`config.mk`:
```
export PLATFORM = sky130hd
export DESIGN_NAME = addr_pattern_gen
export DESIGN_NICKNAME = d
export VERILOG_FILES = /design/src/rtl/apg_pkg.sv /design/src/rtl/apg_alu.sv /design/src/rtl/apg_phase_fsm.sv /design/src/rtl/apg_chan_map.sv /design/src/rtl/addr_pattern_gen.sv
export SDC_FILE = /design/constraint.sdc
export NUM_CORES = 1
export LEC_CHECK = 0
export BUFFER_PORTS_ARGS = -buffer_cell sky130_fd_sc_hd__buf_2
export CAP_MARGIN = 20
export CORE_MARGIN = 3
export CORE_UTILIZATION = 45
export DETAILED_ROUTE_END_ITERATION = 12
export PLACE_DENSITY = 0.71
export SYNTH_ARGS = -nofsm -noshare
export SYNTH_HDL_FRONTEND = slang
export SYNTH_SLANG_ARGS = --single-unit
```
`constraint.sdc`:
```
create_clock -name clk -period 2.3 [get_ports clk]
set_input_delay 0.46 -clock clk [delete_from_list [all_inputs] [get_ports clk]]
set_output_delay 0.46 -clock clk [all_outputs]
set_load 0.01 [all_outputs]
```
`src/rtl/apg_pkg.sv`:
```
package apg_pkg;

    typedef enum logic [2:0] {
        OP_HOLD = 3'd0,
        OP_LOAD = 3'd1,
        OP_INC  = 3'd2,
        OP_DEC  = 3'd3,
        OP_ADD  = 3'd4,
        OP_SUB  = 3'd5,
        OP_XOR  = 3'd6,
        OP_INV  = 3'd7
    } apg_op_e;

    typedef enum logic [1:0] {
        PH_DIRECT = 2'd0,
        PH_ROW    = 2'd1,
        PH_COL    = 2'd2
    } apg_phase_e;

endpackage

```
`src/rtl/apg_alu.sv`:
```
module apg_alu
    import apg_pkg::*;
#(
    parameter int W = 24
) (
    input  apg_op_e        op,
    input  logic [W-1:0]   acc,
    input  logic [W-1:0]   opnd,
    output logic [W-1:0]   result
);

    localparam logic [W-1:0] ONE = W'(1);

    always_comb begin
        unique case (op)
            OP_HOLD: result = acc;
            OP_LOAD: result = opnd;
            OP_INC:  result = acc + ONE;
            OP_DEC:  result = acc - ONE;
            OP_ADD:  result = acc + opnd;
            OP_SUB:  result = acc - opnd;
            OP_XOR:  result = acc ^ opnd;
            OP_INV:  result = ~acc;
            default: result = acc;
        endcase
    end

endmodule

```
`src/rtl/apg_phase_fsm.sv`:
```
module apg_phase_fsm
    import apg_pkg::*;
(
    input  logic       clk,
    input  logic       rst_n,
    input  logic       mux_en,
    output apg_phase_e phase,
    output logic       sel_row,
    output logic       sel_col
);

    apg_phase_e phase_q;
    apg_phase_e phase_d;

    // Next-state selection
    always_comb begin
        phase_d = PH_DIRECT;
        if (mux_en) begin
            unique case (phase_q)
                PH_DIRECT: phase_d = PH_ROW;
                PH_ROW:    phase_d = PH_COL;
                PH_COL:    phase_d = PH_ROW;
                default:   phase_d = PH_DIRECT;
            endcase
        end
    end

    // State register
    always_ff @(posedge clk or negedge rst_n) begin
        if (!rst_n) begin
            phase_q <= PH_DIRECT;
        end else begin
            phase_q <= phase_d;
        end
    end

    // State outputs
    always_comb begin
        sel_row = 1'b0;
        sel_col = 1'b0;
        unique case (phase_q)
            PH_DIRECT: ;
            PH_ROW:    sel_row = 1'b1;
            PH_COL:    sel_col = 1'b1;
            default:   ;
        endcase
    end

    assign phase = phase_q;

endmodule

```
`src/rtl/apg_chan_map.sv`:
```
module apg_chan_map #(
    parameter int NCH = 24
) (
    input  logic [NCH-1:0] addr,
    input  logic           sel_row,
    input  logic           sel_col,
    input  logic [NCH-1:0] chan_mask,
    input  logic [NCH-1:0] static_in,
    output logic [NCH-1:0] ch_out
);

    localparam int H_LO = NCH / 2;
    localparam int H_HI = NCH - H_LO;

    logic [NCH-1:0] shown;

    always_comb begin
        if (sel_row) begin
            shown = {{H_HI{1'b0}}, addr[H_LO-1:0]};
        end else if (sel_col) begin
            shown = {{H_LO{1'b0}}, addr[NCH-1:H_LO]};
        end else begin
            shown = addr;
        end
    end

    for (genvar i = 0; i < NCH; i++) begin : g_chan
        assign ch_out[i] = chan_mask[i] ? shown[i] : static_in[i];
    end

endmodule

```
`src/rtl/addr_pattern_gen.sv`:
```
module addr_pattern_gen
    import apg_pkg::*;
#(
    parameter int NCH = 24
) (
    input  logic           clk,
    input  logic           rst_n,
    input  logic [2:0]     op_code,
    input  logic [NCH-1:0] operand,
    input  logic [NCH-1:0] chan_mask,
    input  logic [NCH-1:0] static_in,
    input  logic           mux_en,
    output logic [NCH-1:0] ch_out
);

    logic [NCH-1:0] addr_q;
    logic [NCH-1:0] addr_d;
    apg_phase_e     phase;
    logic           sel_row;
    logic           sel_col;

    apg_alu #(.W(NCH)) i_alu (
        .op     (apg_op_e'(op_code)),
        .acc    (addr_q),
        .opnd   (operand),
        .result (addr_d)
    );

    always_ff @(posedge clk or negedge rst_n) begin
        if (!rst_n) begin
            addr_q <= '0;
        end else begin
            addr_q <= addr_d;
        end
    end

    apg_phase_fsm i_fsm (
        .clk     (clk),
        .rst_n   (rst_n),
        .mux_en  (mux_en),
        .phase   (phase),
        .sel_row (sel_row),
        .sel_col (sel_col)
    );

    apg_chan_map #(.NCH(NCH)) i_map (
        .addr      (addr_q),
        .sel_row   (sel_row),
        .sel_col   (sel_col),
        .chan_mask (chan_mask),
        .static_in (static_in),
        .ch_out    (ch_out)
    );

endmodule

```
==> key figures <==
Outcome
  • Status: finished, violations left
  • Failing checks: negative setup slack

Critical path
  • CP Class: in2reg
  • Worst Path Arrival: 3.85 ns
  • Slowest stage cell, crit path: or4_4
  • Crit-path cells: buf_6 -> or4_4 -> nor2_4 -> buf_6 -> nand2_1 -> nand3_1 -> a21oi_1 -> a21o_1 -> ha_4 -> and3_4 -> and3_4 -> o211ai_1 -> a31oi_1 -> buf_4 -> buf_4 -> o22ai_2 -> xnor2_2 -> a211o_1 -> nand3_2
  • Max Fanout on Critical Path: 5
  • Endpoint class of the critical path: flip-flop
  • CP required: 2.54 ns
  • Top delay family on crit path: simple AND/OR/NAND/NOR gates
  • Largest stage delay on the critical path: 0.63 ns
  • CP Buf/Inv Count: 4
  • Crit start category: primary input

Drt
  • Drt first-iter violations: 689
  • First-pass DRT Iterations: 6
  • Total number of vias: 6503
  • DR vias/cell: 6.30
  • Final ANT Viol Nets: 0
  • Drt drc: 0
  • Final wirelength: 20600 um
  • WL per Instance: 20.0 um

Synthesis
  • Ys flop type: dfrtp_1
  • Synth Register Bits: 26
  • Post-synthesis sequential area ratio: 14.7%
  • Post-synth EDFFs: 0
  • Syn_area_per_cell: 6.66 um2
  • Synth cell types: 63
  • Post-synthesis instance area: 4420 um2
  • Ys async rst share: 100%
  • Net Count, Synth: 767
  • Mapped Cells: 664
  • Synth warn: 0

Job
  • Maxcap violations: 0

Clocking
  • Root Driver: clkbuf_8
  • Clk_lat worst skew: 0.30 ns
  • Hold Buf Count CTS: 0
  • CTS buffer count: 3
  • Htree depth: 1
  • Clock sinks: 26
  • Clock Tree Buf Depth: 2
  • CTS tree: done
  • Clock Pin Slew Worst Setup and Hold Paths: 0.12 ns

STA
  • Final setup viols: 21
  • Final Critical Period: 3.60 ns
  • Final worst setup slack: -1.30 ns
  • Final hold slack: 0.212 ns
  • Peak Freq: 277 MHz
  • Unrepaired setup endpoints after global routing: yes
  • Tightest Pin Transition: 0.750 ns
  • Fin. Hold Viols: 0
  • Worst clock skew: 0.00268 ns
  • Worst rel slew slack: 50.0%
  • Setup TNS: -20.69 ns
  • Max Slew Vio Count: 0
  • Final Cycle Share: 157%

Layout
  • Synth-to-Final Area Change: 58.6%
  • Layout cells sized above 1: 42.0%
  • Net count, final: 1007
  • Number of diodes: 0
  • Finished Layout Cells: 1032

Die
  • Die area: 11100 um2
  • Total core area: 9420 um2
  • Row cnt: 35
  • Die width: 105 um
  • Die Ht: 105 um
  • Initial cell density of the core: 47.0%
  • IO Pins: 102

Worst hold path
  • Min-delay worst type: in2async

Placement
  • Port Buffers: 101
  • Cells after DPL: 983
  • DP Worst Slack: -1.61 ns
  • Post-DP HPWL: 13900 um
  • Gpl congestion: 1.01

GRT
  • First-pass GRT wire length: 30300 um
  • Initial antenna violation count: 0
  • Remaining global-route overflow: 0
  • Largest net degree at the start of global routing: 56
  • All-Layer GR Usage: 33.6%
  • Vias in the first global route: 6036

Power
  • PwrDens: 811 nW/um2
  • Tot Pwr: 5690 uW
  • Max VDD drop: 0.442 mV
  • P_leak: 0.00328 uW
-- worst reg2reg max path, stage by stage, from the launching register on --
cell and delay (ns):
dfrtp_1 0.41, inv_1 0.08, ha_1 0.21, fa_2 0.26, nor2b_2 0.07, o31ai_4 0.36, buf_4 0.19, buf_6 0.10
a211oi_2 0.06, a211oi_2 0.32, xor2_1 0.27, a21oi_1 0.10, o21ai_1 0.11, a21oi_1 0.05
-- per-layer routing --
metal | track usage (%) | vias to the layer above | routed length [um]
met5 | 0 | - | 0
met4 | 13.0 | 0 | 902
met3 | 6.24 | 89 | 2030
met2 | 56.3 | 486 | 9650
met1 | 42.6 | 2992 | 8030
li1 | - | 2936 | -
-- where the power goes --
| part | internal [uW] | leakage (uW) | total [uW] | switching, uW |
|---|---|---|---|---|
| clock network | 155 | 0.0000288 | 352 | 197 |
| registers | 625 | 0.000302 | 819 | 194 |
| logic | 2230 | 0.00295 | 4520 | 2290 |
| total | 3010 | 0.00328 | 5690 | 2680 |
-- synth_stat cells, drive strengths merged (6+ instances only) --
master   n  area [um2]
xnor2   12         105
nor2    62         233
o21ai   76         380
a22o     7        61.3
o22ai   17         106
o21a     8        60.1
nor3    25         125
buf     16        81.3
or3      9        56.3
a21oi   87         435
clkbuf  30         113
ha      24         300
nand3    9        50.1
a31oi    6        37.5
dfrtp   26         651
inv     23        86.3
nand2   78         293
xor2     8        70.1
mux2i   21         210
nand2b   7        43.8
a21o     8        61.3
and3     7        43.8
o211ai  21         158
-- cell usage in the layout (no fill, tap or decap), types with 4 or more instances in the layout --
cell type / synthesis / final
or3_1: 9 / 7
nand3_1: 8 / 7
o211ai_1: 21 / 21
inv_1: 23 / 19
ha_4: 0 / 9
nor2_1: 62 / 58
nor3_1: 25 / 22
a31oi_1: 6 / 5
o21a_1: 8 / 8
xnor2_2: 0 / 5
a21o_1: 7 / 7
mux2i_1: 21 / 21
xor2_1: 8 / 7
o221ai_1: 5 / 5
nand2_1: 78 / 76
buf_2: 5 / 95
nand2b_1: 7 / 6
dfrtp_1: 26 / 26
xnor2_1: 12 / 5
a21oi_1: 87 / 74
and3_1: 7 / 5
o21ai_1: 0 / 19
o22ai_1: 17 / 15
ha_1: 24 / 13
o21ai_0: 76 / 52
clkbuf_8: 0 / 4
a21oi_2: 0 / 11
a22o_1: 7 / 7
buf_4: 0 / 163
buf_6: 2 / 19
nand3b_1: 4 / 4
-- final timing paths --
check,startpoint,end,slack [ns],depth (start not counted)
worst max-delay path,operand[3],addr_q[23],-1.30,19
worst min-delay path,rst_n,addr_q[7],0.21,1
worst max register to register,addr_q[0],addr_q[14],-0.40,13
worst min register to register,i_fsm.phase[0],i_fsm.phase[0],0.49,1
max in group asynchronous,rst_n,addr_q[18],1.61,1
min in group clk,mux_en,i_fsm.phase[0],0.41,2
-- repair_timing --
item | CTS | global route
resized for setup | 63 | 46
setup endpoints to repair | 21 | 22
pin swaps | 62 | 81
setup buffers | 20 | 29
-- state kept, by name, indices dropped and copies added (netlist names) --
register,count
i_fsm.phase,2
addr_q,24
-- final cells by class --
class	instances	area (um2)
inverter	24	97.6
fill	692	2400
multi-input combinational	568	4070
sequential	26	651
clock buffer	4	55.1
tap	129	161
timing repair buffer	281	1980
-- metrics by stage --
step | instance area (um2) | util [%]
finish | 7010 | 74.5
global route | 7010 | 74.5
CTS | 6590 | 70.0
detailed placement | 6120 | 65.0
global placement | 6120 | 65.0
floorplan | 4650 | -
-- cell families (layout without fill, tap and decap cells) --
| kind of cell | Yosys count | after routing | synth area share, % |
|---|---|---|---|
| multiplexers | 23 | 23 | 5.26 |
| buffers and inverters | 70 | 309 | 6.42 |
| flip-flops | 26 | 26 | 14.7 |
| AND/OR/NAND/NOR | 231 | 231 | 25.3 |
| XOR/XNOR | 20 | 20 | 3.96 |
| adder cells (fa/ha/maj) | 25 | 25 | 7.24 |
| AO/OA/AOI/OAI | 269 | 269 | 37.1 |
Power figures use the tool's default switching activity.
